<file path="src/rtl/ep_fifo_pkg.sv">
package ep_fifo_pkg;
  typedef enum logic {
    OWN_SIE = 1'b0,
    OWN_CPU = 1'b1
  } owner_e;
endpackage

</file>
<file path="src/rtl/ep_plane.sv">
module ep_plane #(
  parameter int DW    = 16,
  parameter int DEPTH = 8,
  localparam int AW   = (DEPTH > 1) ? $clog2(DEPTH) : 1,
  localparam int CW   = $clog2(DEPTH + 1)
) (
  input  logic          clk_i,
  input  logic          rst_ni,
  input  logic          wr_i,
  input  logic [DW-1:0] wdata_i,
  input  logic          clr_i,
  input  logic [AW-1:0] raddr_i,
  output logic [DW-1:0] rdata_o,
  output logic [CW-1:0] cnt_o
);
  logic [DW-1:0] mem_q [DEPTH];
  logic [CW-1:0] cnt_q;
  logic          full;
  logic          push;

  assign full = (cnt_q == CW'(DEPTH));
  assign push = wr_i && !full && !clr_i;

  always_ff @(posedge clk_i or negedge rst_ni) begin
    if (!rst_ni)    cnt_q <= '0;
    else if (clr_i) cnt_q <= '0;
    else if (push)  cnt_q <= cnt_q + 1'b1;
  end

  always_ff @(posedge clk_i) begin
    if (push) mem_q[AW'(cnt_q)] <= wdata_i;
  end

  assign rdata_o = mem_q[raddr_i];
  assign cnt_o   = cnt_q;
endmodule

</file>
<file path="src/rtl/ep_owner_ctl.sv">
module ep_owner_ctl
  import ep_fifo_pkg::*;
#(
  parameter int DEPTH = 8,
  localparam int AW   = (DEPTH > 1) ? $clog2(DEPTH) : 1,
  localparam int CW   = $clog2(DEPTH + 1)
) (
  input  logic                clk_i,
  input  logic                rst_ni,
  input  logic                dbl_i,
  input  logic                ctrl_i,
  input  logic                nak_i,
  input  logic                bfre_i,
  input  logic                sie_wr_i,
  input  logic                sie_end_i,
  input  logic                rd_i,
  input  logic                bclr_i,
  input  logic [1:0][CW-1:0]  cnt_i,
  output logic [1:0]          plane_wr_o,
  output logic [1:0]          plane_clr_o,
  output logic                rd_sel_o,
  output logic [AW-1:0]       raddr_o,
  output logic                rd_hit_o,
  output logic                frdy_o,
  output logic                busy_o
);
  owner_e        own_q [2];
  logic          rd_sel_q, fill_sel_q;
  logic [CW-1:0] rptr_q;
  logic [CW-1:0] cur_cnt;
  logic          dbl, last_rd, short_pkt, release_pl, sie_clr, sie_ok, commit;

  assign dbl        = dbl_i & ~ctrl_i;  // control pipe is single-plane
  assign frdy_o     = (own_q[rd_sel_q] == OWN_CPU);
  assign busy_o     = (own_q[fill_sel_q] == OWN_CPU);
  assign cur_cnt    = cnt_i[rd_sel_q];
  assign rd_hit_o   = rd_i & frdy_o & (rptr_q < cur_cnt);
  assign last_rd    = rd_hit_o & (CW'(rptr_q + 1'b1) == cur_cnt);
  assign short_pkt  = (cur_cnt != CW'(DEPTH));
  assign release_pl = (last_rd & (~short_pkt | ~bfre_i)) | (bclr_i & frdy_o);
  assign sie_clr    = bclr_i & ctrl_i & ~frdy_o & nak_i;
  assign sie_ok     = ~busy_o & ~sie_clr;
  assign commit     = sie_end_i & sie_ok;
  assign rd_sel_o   = rd_sel_q;
  assign raddr_o    = AW'(rptr_q);

  always_comb begin
    plane_wr_o  = '0;
    plane_clr_o = '0;
    plane_wr_o[fill_sel_q]  = sie_wr_i & sie_ok;
    plane_clr_o[rd_sel_q]   = release_pl;
    if (sie_clr) plane_clr_o[fill_sel_q] = 1'b1;
  end

  always_ff @(posedge clk_i or negedge rst_ni) begin
    if (!rst_ni) begin
      for (int i = 0; i < 2; i++) own_q[i] <= OWN_SIE;
      rd_sel_q   <= 1'b0;
      fill_sel_q <= 1'b0;
      rptr_q     <= '0;
    end else begin
      if (commit) begin
        own_q[fill_sel_q] <= OWN_CPU;
        fill_sel_q        <= dbl ? ~fill_sel_q : 1'b0;
      end
      if (release_pl) begin
        own_q[rd_sel_q] <= OWN_SIE;
        rptr_q          <= '0;
        rd_sel_q        <= dbl ? ~rd_sel_q : 1'b0;
      end else if (rd_hit_o) begin
        rptr_q <= rptr_q + 1'b1;
      end
    end
  end
endmodule

</file>
<file path="src/rtl/ep_fifo_port.sv">
module ep_fifo_port #(
  parameter int DW    = 16,
  parameter int DEPTH = 8,
  localparam int AW   = (DEPTH > 1) ? $clog2(DEPTH) : 1,
  localparam int CW   = $clog2(DEPTH + 1)
) (
  input  logic          clk_i,
  input  logic          rst_ni,
  input  logic          dbl_mode_i,
  input  logic          ctrl_pipe_i,
  input  logic          nak_i,
  input  logic          bfre_i,
  input  logic          sie_wr_i,
  input  logic [DW-1:0] sie_data_i,
  input  logic          sie_end_i,
  output logic          sie_busy_o,
  input  logic          rd_i,
  output logic [DW-1:0] rd_data_o,
  output logic [CW-1:0] rd_cnt_o,
  input  logic          bclr_i,
  output logic          frdy_o
);
  logic [1:0][CW-1:0] cnt;
  logic [1:0][DW-1:0] rdata;
  logic [1:0]         plane_wr, plane_clr;
  logic               rd_sel, rd_hit;
  logic [AW-1:0]      raddr;

  ep_owner_ctl #(.DEPTH(DEPTH)) u_ctl (
    .clk_i      (clk_i),
    .rst_ni     (rst_ni),
    .dbl_i      (dbl_mode_i),
    .ctrl_i     (ctrl_pipe_i),
    .nak_i      (nak_i),
    .bfre_i     (bfre_i),
    .sie_wr_i   (sie_wr_i),
    .sie_end_i  (sie_end_i),
    .rd_i       (rd_i),
    .bclr_i     (bclr_i),
    .cnt_i      (cnt),
    .plane_wr_o (plane_wr),
    .plane_clr_o(plane_clr),
    .rd_sel_o   (rd_sel),
    .raddr_o    (raddr),
    .rd_hit_o   (rd_hit),
    .frdy_o     (frdy_o),
    .busy_o     (sie_busy_o)
  );

  for (genvar p = 0; p < 2; p++) begin : g_plane
    ep_plane #(.DW(DW), .DEPTH(DEPTH)) u_plane (
      .clk_i  (clk_i),
      .rst_ni (rst_ni),
      .wr_i   (plane_wr[p]),
      .wdata_i(sie_data_i),
      .clr_i  (plane_clr[p]),
      .raddr_i(raddr),
      .rdata_o(rdata[p]),
      .cnt_o  (cnt[p])
    );
  end

  assign rd_data_o = rd_hit ? rdata[rd_sel] : '0;
  assign rd_cnt_o  = frdy_o ? cnt[rd_sel] : '0;
endmodule

</file>
<file path="config.mk">
export PLATFORM = sky130hd
export DESIGN_NAME = ep_fifo_port
export DESIGN_NICKNAME = d
export VERILOG_FILES = /design/src/rtl/ep_fifo_pkg.sv /design/src/rtl/ep_plane.sv /design/src/rtl/ep_owner_ctl.sv /design/src/rtl/ep_fifo_port.sv
export SDC_FILE = /design/constraint.sdc
export NUM_CORES = 1
export LEC_CHECK = 0
export BUFFER_PORTS_ARGS = -buffer_cell sky130_fd_sc_hd__buf_4
export CORE_AREA = 10 10 153 155
export CTS_CLUSTER_SIZE = 24
export DETAILED_ROUTE_END_ITERATION = 12
export DIE_AREA = 0 0 163 165
export GPL_TIMING_DRIVEN = 0
export PLACE_DENSITY = 0.81
export SLEW_MARGIN = 20
export SYNTH_ARGS = -nofsm -noshare
export SYNTH_HDL_FRONTEND = slang
export SYNTH_SLANG_ARGS = --single-unit
</file>
<file path="constraint.sdc">
create_clock -name clk_i -period 10.2 [get_ports clk_i]
set_clock_uncertainty 0.05 [all_clocks]
set_input_delay 0.51 -clock clk_i [delete_from_list [all_inputs] [get_ports clk_i]]
set_output_delay 0.51 -clock clk_i [all_outputs]
set_load 0.02 [all_outputs]
</file>
==> results of run 1 <==
-- how the worst min path moves through the flow --
stage                           from                     endpoint  slack [ns]  cells past startpoint
after global routing      dbl_mode_i               u_ctl.rd_sel_o        0.21                      3
after detailed placement      rst_ni              u_ctl.rptr_q[3]        0.34                      1
final                     dbl_mode_i             u_ctl.fill_sel_q        0.21                      3
after floorplan               rst_ni  g_plane[0].u_plane.cnt_o[0]        0.16                      0
after global placement        rst_ni              u_ctl.rptr_q[3]        0.33                      1
after CTS                 dbl_mode_i               u_ctl.rd_sel_o        0.20                      3
-- tightest hold or removal path: stages --
cell and delay [ns]:
buf_4 0.08, nand4_1 0.09, nand2_1 0.07
-- per-layer routing --
metal | up-vias | wire, um | GRT usage (%)
li1 | 2363 | - | -
met1 | 3001 | 10010 | 26.34
met2 | 385 | 12740 | 31.79
met3 | 74 | 2826 | 4.108
met4 | 0 | 1119 | 9.549
met5 | - | 0 | 0
-- through the flow --
| stage | setup slack, ns | utilization [%] | instance area [um^2] | cells | power [mW] |
|---|---|---|---|---|---|
| floorplan | 6.826 | - | 11010 | 528 | 1.802 |
| global placement | 4.925 | 58.00 | 11700 | 845 | 1.996 |
| detailed placement | 6.266 | 59.42 | 11980 | 865 | 2.045 |
| CTS | 5.607 | 63.95 | 12900 | 918 | 3.056 |
| global route | 5.328 | 63.96 | 12900 | 918 | 3.151 |
| finish | 5.635 | 63.96 | 12900 | 918 | 3.052 |
-- power breakdown --
part	leakage, nW	switching [mW]	internal [mW]
Sequential	2.52	0.0367	1.28
Clock	0.436	0.412	0.596
Combinational	1.27	0.410	0.321
Total	4.22	0.859	2.19
-- flip-flops by register name (all words and copies together), names as in the netlist --
signal and count:
g_plane.u_plane.cnt_o 8, g_plane.u_plane.mem_q 256, u_ctl.fill_sel_q 1, u_ctl.own_q 2, u_ctl.rd_sel_o 1, u_ctl.rptr_q 4
-- cell usage after synthesis, types with 2 or more instances --
cell	number	area, um^2
mux2i_1	5	50.05
nor3b_1	4	30.03
a31oi_1	2	12.51
xor2_1	3	26.28
nand3b_1	3	22.52
nand4_1	2	12.51
o22ai_1	3	18.77
clkbuf_1	13	48.80
buf_2	7	35.03
a21oi_1	2	10.01
xnor2_1	6	52.55
mux4_2	80	1802
nand2b_1	7	43.79
o21ai_0	3	15.01
buf_1	2	7.510
nand3_1	4	20.02
edfxtp_1	256	7687
or2_2	2	12.51
ha_1	9	112.6
nor3_1	8	40.04
nor2_1	22	82.58
dfrtp_1	16	400.4
nand2_1	18	67.56
inv_1	11	41.29
nor2b_1	17	106.4
and3_1	3	18.77
-- area by class of cell --
type / count / area [um^2]
buffer: 24 / 110.1
clock buffer: 38 / 759.5
clock inverter: 14 / 143.9
fill: 1309 / 7269
inverter: 12 / 45.04
multi-input combinational: 220 / 2830
sequential: 272 / 8088
tap: 270 / 337.8
timing repair buffer: 68 / 585.6
-- kinds of logic (layout without fill, tap and decap cells) --
family,count (synthesis),after routing
AOI/OAI and AO/OA,17,17
and+or+nand+nor,96,96
muxes,88,88
xor gates and xnor gates,10,10
buffers and inverters,36,156
DFF,272,272
adders and majority gates,9,9
==> qor.yml, run 1 <==
status: "finished, final reports clean"
synth_flop_cell: "edfxtp_1"
dieHeight_um: 165
reg2reg_depth: 11
layout_common_cells: "edfxtp_1, mux4_2, buf_4"
syn_to_final_growth_pct: 17.20
syn-num-nets: 563
critPathCaptureType: "output pin"
antenna_cells: 0
startpoint: "u_ctl.rptr_q[0]"
ys_async_sr_fraction_pct: 5.882
cts_tree: "yes"
syn_area_um2: 11010
cpMaxStageDelayCell: "clkbuf_1"
endpoint: "rd_data_o[13]"
h-tree-depth: 1
wl_um: 26690
core.rowCount: 52
fin_nets: 661
p_per_area_nw_per_um2: 236.6
dieArea_um2: 26900
core_area_um2: 20170
hold_ws_ns: 0.2087
die_w_um: 163
firstDrtPassIters: 5
avgSynthCellArea_um2: 20.85
synth_edf_count: 256
critPathKind: "reg2out"
synth_cell_types: 46
drv_cap: 0
synth_mux_area_share_pct: 17.15
wl_per_cell_um: 29.08
grt_pass1_wl_um: 39620
drive_above_1_share_pct: 33.95
setup_viol: 0
hold_path.class: "in2reg"
cp_num_buf_inv: 6
grt_max_degree: 17
period_share_pct: 44.75
slew_viol_final: 0
crit_family: "buffers and inverters"
via_per_inst: 6.343
gp_congestion: 0.8354
worst_pin_slew_ns: 0.9717
cp_max_fo: 10
postRouteAntennaNets: 0
clk_pin_slew_ns: 0.06
crit_arrival_ns: 4.00
drt_iter0_markers: 893
dp.final_hpwl_um: 16010
reg2reg_to: "u_ctl.rptr_q[0]"
remaining_drc_errors: 0
post_cts_buffers: 0
synth_top_family_by_area: "multiplexers"
crit_chain: "clkbuf_1 > buf_2 > inv_1 > ha_1 > nand2b_1 > a21oi_1 > or2_2 > buf_2 > buf_2 > nor2b_1 > buf_4"
cp.depth: 11
synth-adder-area-share_pct: 1.023
synth-simple-area-share_pct: 4.604
grt_pass1_vias: 6228
hold_violations: 0
synth_compound_area_share_pct: 1.432
cts_resized: 0
start_util_pct: 54.57
synth_cells: 528
antenna_found_initial: 0
crit_path_start_kind: "flip-flop"
r2r_start: "u_ctl.rptr_q[0]"
ys_seq_area_share_pct: 73.48
critPathMaxStageDelay_ns: 0.57
slew_headroom_pct: 35.22
clockBufferDepth: 3
grt.overflow.total: 0
required_ns: 9.64
cts.sinks: 272
cts_root_buf: "clkbuf_16"
rsz0062_at_grt: "false"
synth_xor_area_share_pct: 0.9208
dr_total_vias: 5823
cts-buffers-inserted: 28
r2r_slack_ns: 6.65
insertion_delay_ns: 0.54
ys_seq_elements: 272
io_buffers: 47
timing.fmax_mhz: 219.1
tns_ns: 0
cp_common_cell: "buf_2"
ir_drop_v: 0.0001480
min_period_ns: 4.565
synth_warnings: 0
io-pin-count: 48
p_leak_nw: 4.220
grtUsageTotal_pct: 20.07
mostFrequentLayoutCell: "edfxtp_1"
holdBufCountCts: 1
(Power assumes the default switching activity.)
==> run 2, diff against run 1 <==
- ABC_AREA: default -> 1
- CORE_AREA: 10 10 153 155 -> 10 10 155 157
- DIE_AREA: 0 0 163 165 -> 0 0 165 167
- PLACE_DENSITY: 0.81 -> 0.83
- clock period: 10.2 -> 3.78 ns (I/O delays scaled with it)
==> run 2 against run 1 <==
Net effect: count of clock-buffer cells in the layout down 1; hold slack got worse by 0.19 ns; critical path depth up 2; sequential cell count did not move; critical path type unchanged; global-route usage up 2.3 points; synthesized area increased by 2.7%; sequential share of layout area fell by 2.1 points; setup slack got worse by 5.5 ns; combinational power increased to 4.2 times the previous value; die area grew 2.5%; sequential power rose to 2.7 times the previous value; via count is 42% higher.
==> qor.yml, run 2 <==
worst_pin_slew_ns: 0.8832  # was 0.9717 ns
critPathKind: "reg2out"  # unchanged
antenna_cells: 0  # unchanged
ys_seq_elements: 272  # unchanged
cts_tree: "yes"  # unchanged
period_share_pct: 95.21
largest_register: "g_plane.u_plane.mem_q"  # unchanged
critPathMaxStageDelay_ns: 0.39  # was 0.57 ns
mostFrequentLayoutCell: "edfxtp_1"  # unchanged
hold_depth: 4  # was 3
cp_max_fo: 10  # unchanged
wl_per_cell_um: 23.69  # was 29.08 um
drv_cap: 0  # unchanged
io-pin-count: 48  # unchanged
start_util_pct: 54.28  # was 54.57%
reg2reg_depth: 14  # was 11
synth_most_common_cell: "edfxtp_1"  # unchanged
antenna_found_initial: 0  # unchanged
grtUsageTotal_pct: 22.33  # was 20.07%
wl_um: 31580  # was 26690 um
p_per_area_nw_per_um2: 702.2  # was 236.6 nW/um^2
cts-buffers-inserted: 28  # unchanged
slew_viol_final: 0  # unchanged
n_fill_cell: 1495  # was 1309
ys_seq_area_share_pct: 71.55  # was 73.48%
gp_congestion: 0.9322  # was 0.8354
p_leak_nw: 4.869  # was 4.220 nW
cts_root_buf: "clkbuf_16"  # unchanged
critPathCaptureType: "output pin"  # unchanged
slew_headroom_pct: 41.12  # was 35.22%
r2r_slack_ns: 1.09  # was 6.65 ns
post_cts_buffers: 0  # unchanged
synth_cell_types: 29  # was 46
timing.fmax_mhz: 277.9
cts.sinks: 272  # unchanged
synthTopCellsByArea: "edfxtp_1, nand2_1, a21oi_1, dfrtp_1, a221oi_1"  # was edfxtp_1, mux4_2, dfrtp_1, ha_1, nor2b_1
synth_common_cells: "edfxtp_1, nand2_1, a21oi_1"  # was edfxtp_1, mux4_2, nor2_1
avgSynthCellArea_um2: 12.23  # was 20.85 um^2
remaining_drc_errors: 0  # unchanged
cp_num_buf_inv: 7  # was 6
layout_common_cells: "edfxtp_1, nand2_1, a21oi_1"  # was edfxtp_1, mux4_2, buf_4
core_area_um2: 20820  # was 20170 um^2
grt_max_degree: 18  # was 17
syn_area_um2: 11300  # was 11010 um^2
synth_edf_count: 256  # unchanged
status: "finished, final reports clean"  # unchanged
cpMaxStageDelayCell: "dfrtp_1"  # was clkbuf_1
firstDrtPassIters: 6  # was 5
ys_async_sr_fraction_pct: 5.882  # unchanged
setup_viol: 0  # unchanged
drive_above_1_share_pct: 14.27  # was 33.95%
synth_cells: 924  # was 528
h-tree-depth: 1  # unchanged
required_ns: 3.54  # was 9.64 ns
io_buffers: 47  # unchanged
syn-num-nets: 959  # was 563
largest_register_ffs: 256  # unchanged
yosysTopAreaCell: "edfxtp_1"  # unchanged
grt_pass1_vias: 8419  # was 6228
cp.depth: 13  # was 11
grt_pass1_wl_um: 47430  # was 39620 um
via_per_inst: 6.197  # was 6.343
clk_pin_slew_ns: 0.07  # was 0.06 ns
postRouteAntennaNets: 0  # unchanged
tns_ns: 0  # unchanged
top_layer_used: "met4"  # unchanged
multi_input_area_um2: 2869  # was 2830 um^2
insertion_delay_ns: 0.55  # was 0.54 ns
min_period_ns: 3.599
wl_met3_um: 3885  # was 2826 um
dp.final_hpwl_um: 20700  # was 16010 um
dieArea_um2: 27560  # was 26900 um^2
hold_violations: 0  # unchanged
drt_iter0_markers: 1021  # was 893
hold_path.class: "in2reg"  # unchanged
core.rowCount: 53  # was 52
synth.top_cell.area_share_pct: 68.01  # was 69.84%
dieHeight_um: 167  # was 165 um
clockBufferDepth: 3  # unchanged
grt.overflow.total: 0  # unchanged
rsz0062_at_grt: "false"  # unchanged
syn_to_final_growth_pct: 18.10  # was 17.20%
dr_total_vias: 8260  # was 5823
ir_drop_v: 0.0004162  # was 0.0001480 V
crit_family: "buffers and inverters"  # unchanged
wl_met2_um: 15110  # was 12740 um
synth_warnings: 0  # unchanged
hold_ws_ns: 0.01997  # was 0.2087 ns
fin_nets: 1072  # was 661
crit_chain: "buf_2 > inv_1 > buf_2 > clkbuf_4 > ha_1 > nor2_1 > o21bai_1 > nand3_1 > inv_1 > clkbuf_2 > nand2_1 > nor2_1 > buf_4"  # was clkbuf_1 > buf_2 > inv_1 > ha_1 > nand2b_1 > a21oi_1 > or2_2 > buf_2 > buf_2 > nor2b_1 > buf_4
synth_flop_cell: "edfxtp_1"  # unchanged
register_area_um2: 8088  # unchanged
drt-met1-wl_um: 10870  # was 10010 um
crit_arrival_ns: 3.36  # was 4.00 ns
crit_path_start_kind: "flip-flop"  # unchanged
die_w_um: 165  # was 163 um
[run 2: cell types whose count changed after synthesis, moves of 9 or more]
cell / delta
nor2_1: +26
buf_2: +16
nand3_1: +11
inv_1: +19
a21oi_1: +120
a22oi_1: +21
a32o_1: +16
mux4_2: -80
clkbuf_1: +9
a221oi_1: +27
o211ai_1: +16
nand2_1: +235
nor2b_1: -17
[run 2: what timing repair did]
item,CTS,global route
setup endpoints to repair,0,11
hold endpoints to repair,274,0
resized for setup,0,3
hold buffers,22,0
[run 2: path summary, 6_finish.rpt]
| kind | start | endpoint |
|---|---|---|
| worst max-delay path | u_ctl.rptr_q[0] | rd_data_o[7] |
| worst min-delay path | bclr_i | u_ctl.rptr_q[1] |
| max in group asynchronous | rst_ni | g_plane[0].u_plane.cnt_o[2] |
| min in group asynchronous | rst_ni | u_ctl.rd_sel_o |
| worst max register to register | u_ctl.rptr_q[0] | g_plane[1].u_plane.cnt_o[0] |
| worst min register to register | u_ctl.own_q[0] | u_ctl.own_q[0] |
[run 2: cells by family (layout without fill, tap and decap cells)]
| logic type | after synthesis | after routing | synth area share [%] |
|---|---|---|---|
| AO/OA/AOI/OAI | 207 | 207 | 11.64 |
| adder cells (fa/ha/maj) | 9 | 9 | 0.9963 |
| AND/OR/NAND/NOR | 345 | 345 | 12.28 |
| flip-flops | 272 | 272 | 71.55 |
| XOR/XNOR | 2 | 2 | 0.1550 |
| buffers and inverters | 89 | 223 | 3.376 |
[run 2: area by class of cell]
type,count,share of cell area (%)
Clock buffer,37,5.502
Buffer,57,1.987
Timing Repair Buffer,83,5.755
Tap cell,275,2.578
Multi-Input combinational cell,563,21.49
Sequential cell,272,60.59
Inverter,32,0.8998
Clock inverter,14,1.200
[run 2: worst reg2reg max path, delay by kind of cell, from the launching register on]
kind,cells,cell delay [ns]
and+or+nand+nor,8,0.94
buffers and inverters,4,0.90
DFF,1,0.39
adders and majority gates,1,0.19
AOI/OAI and AO/OA,1,0.11
[run 2: per-stage QoR]
step	std cells	utilization, %	area (um^2)	setup WS (ns)	total power [mW]
after detailed placement	1260	58.74	12230	0.6155	6.597
after global placement	1246	57.63	12000	0.6590	6.427
final	1333	64.11	13350	0.1810	9.374
after global routing	1333	64.11	13350	0.03328	9.709
after floorplan	924	-	11300	1.426	5.455
after CTS	1333	64.09	13350	0.04407	9.299
[run 2: layer usage]
layer	GRT usage, %	vias to the layer above
met3	5.671	114
li1	-	3593
met4	11.48	0
met5	0	-
met1	26.61	3958
met2	36.46	595
[run 2: power breakdown]
part / switching, mW / internal (mW) / total [mW]
combinational: 2.14 / 0.943 / 3.08
clock: 1.13 / 1.57 / 2.70
sequential: 0.0970 / 3.49 / 3.59
==> run 3, diff against run 2 <==
- SETUP_SLACK_MARGIN: default -> 0.3
==> run 3 against run 2 <==
Net effect: largest power group unchanged; critical path type unchanged; non-clock buffer count did not move; wire length about the same; highest routed layer unchanged; hold slack improved by 0.0063 ns; total power is 0.17% higher.
==> qor.yml, run 3 (synthesized netlist as in run 2, its figures left out) <==
dr_total_vias: 8273  # was 8260
h-tree-depth: 1  # unchanged
tns_ns: 0  # unchanged
wl_um: 31570  # was 31580 um
drv_cap: 0  # unchanged
ir_drop_v: 0.0004225  # was 0.0004162 V
dp.final_hpwl_um: 20700  # unchanged
largest_register: "g_plane.u_plane.mem_q"  # unchanged
clockBufferDepth: 3  # unchanged
n_fill_cell: 1495  # unchanged
postRouteAntennaNets: 0  # unchanged
period_share_pct: 89.00  # was 95.21%
cts_tree: "yes"  # unchanged
start_util_pct: 54.28  # unchanged
io_buffers: 47  # unchanged
cts.sinks: 272  # unchanged
hold_violations: 0  # unchanged
clkPwrFrac_pct: 28.8  # about the same
rsz0062_at_grt: "false"  # unchanged
crit_arrival_ns: 3.13  # was 3.36 ns
fin_nets: 1072  # unchanged
core_area_um2: 20820  # unchanged
setup_viol: 0  # unchanged
drive_above_1_share_pct: 14.37  # was 14.27%
remaining_drc_errors: 0  # unchanged
p_sw_mw: 3.368  # was 3.365 mW
min_period_ns: 3.364  # was 3.599 ns
critPathCaptureType: "output pin"  # unchanged
worst_pin_slew_ns: 0.8706  # was 0.8832 ns
grtUsageTotal_pct: 22.32  # was 22.33%
p_leak_nw: 4.873  # was 4.869 nW
die_w_um: 165  # unchanged
antenna_found_initial: 0  # unchanged
grt.overflow.total: 0  # unchanged
drt_iter0_markers: 1095  # was 1021
slew_viol_final: 0  # unchanged
timing.fmax_mhz: 297.2  # was 277.9 MHz
status: "finished, final reports clean"  # unchanged
pwr-share-comb_pct: 33.0  # was 32.9%
wl_per_cell_um: 23.68  # was 23.69 um
p_per_area_nw_per_um2: 702.6  # was 702.2 nW/um^2
grt_max_degree: 18  # unchanged
seqPwrFrac_pct: 38.2  # was 38.3%
core.rowCount: 53  # unchanged
grt_pass1_wl_um: 47400  # was 47430 um
clk_pin_slew_ns: 0.07  # about the same
largest_register_ffs: 256  # unchanged
cp_max_fo: 10  # unchanged
cts_root_buf: "clkbuf_16"  # unchanged
via_per_inst: 6.206  # was 6.197
layout_common_cells: "edfxtp_1, nand2_1, a21oi_1"  # unchanged
place_area_um2: 12230  # unchanged
firstDrtPassIters: 7  # was 6
required_ns: 3.54  # about the same
hold_path.class: "in2reg"  # unchanged
swShare_pct: 35.86  # was 35.90%
gp_congestion: 0.9322  # unchanged
cts-buffers-inserted: 28  # unchanged
grt_pass1_vias: 8417  # was 8419
critPathKind: "reg2out"  # unchanged
io-pin-count: 48  # unchanged
dieHeight_um: 167  # unchanged
insertion_delay_ns: 0.55  # about the same
crit_path_start_kind: "flip-flop"  # unchanged
slew_headroom_pct: 41.89  # was 41.12%
fin_area_um2: 13370  # was 13350 um^2
mostFrequentLayoutCell: "edfxtp_1"  # unchanged
power.internal_mw: 6.023  # was 6.009 mW
antenna_cells: 0  # unchanged
dieArea_um2: 27560  # unchanged
syn_to_final_growth_pct: 18.24  # was 18.10%
run 3: changes by cell type in the layout (fill, tap and decap cells not counted), sizes merged:
| cell | previous run | this run |
|---|---|---|
| clkbuf | 60 | 61 |
| buf | 95 | 94 |
run 3: worst max-delay path: stages (launching register included):
cell      delay [ns]
dfrtp_1         0.45
inv_1           0.13
buf_2           0.26
clkbuf_1        0.56
a21oi_1         0.11
a22oi_1         0.44
a221oi_1        0.20
nor2_1          0.24
buf_4           0.19
run 3: through the flow:
step	setup slack, ns	utilization (%)	total power, mW	std cells	hold slack (ns)
floorplan	1.426	-	5.455	924	-0.1566
detailed placement	0.6155	58.74	6.597	1260	0.01425
global route	0.3126	64.19	9.730	1333	0.04365
finish	0.4156	64.19	9.390	1333	0.02628
global placement	0.6590	57.63	6.427	1246	0.01553
CTS	0.3525	64.11	9.303	1333	0.02438
run 3: path summary, 6_finish.rpt:
kind	from	end	slack, ns	cells past startpoint
worst min register to register	u_ctl.own_q[0]	u_ctl.own_q[0]	0.50	2
worst min-delay path	bclr_i	u_ctl.rptr_q[1]	0.03	4
max in group asynchronous	rst_ni	g_plane[0].u_plane.cnt_o[2]	2.13	4
min in group asynchronous	rst_ni	g_plane[1].u_plane.cnt_o[2]	0.50	3
worst max register to register	u_ctl.fill_sel_q	g_plane[0].u_plane.mem_q[6][6]	1.30	6
worst max-delay path	u_ctl.rptr_q[1]	rd_data_o[4]	0.42	8
run 3: repair_timing:
item / CTS / global route
pin swaps: 0 / 0
resized for setup: 2 / 6
setup endpoints to repair: 10 / 16
gates cloned: 0 / 0
setup buffers: 0 / 0
hold buffers: 22 / 0
hold endpoints to repair: 274 / 0
run 3: metal layers:
layer / up-vias / GRT usage (%) / part of all wire (%)
met3: 121 / 5.695 / 12
met2: 600 / 36.51 / 48
met4: 0 / 11.33 / 5.3
met1: 3954 / 26.58 / 35
met5: - / 0 / 0
li1: 3598 / - / -
run 3: area by class of cell:
type	instances	area, um^2	area share, %
Sequential cell	272	8088	60.51
Timing Repair Buffer	83	768.2	5.748
Tap cell	275	344.1	2.574
Buffer	57	276.5	2.069
Clock buffer	37	734.5	5.495
Inverter	32	120.1	0.8987
Clock inverter	14	160.2	1.198
Multi-Input combinational cell	563	2874	21.50
run 3: power groups by stage:
stage	clock, mW	combinational [mW]	sequential, mW
2_1_floorplan	0	1.83	3.62
3_3_place_gp	0	2.79	3.64
3_5_place_dp	0	2.95	3.65
4_1_cts	2.71	3.01	3.59
5_1_grt	2.81	3.31	3.61
6_report	2.70	3.10	3.59
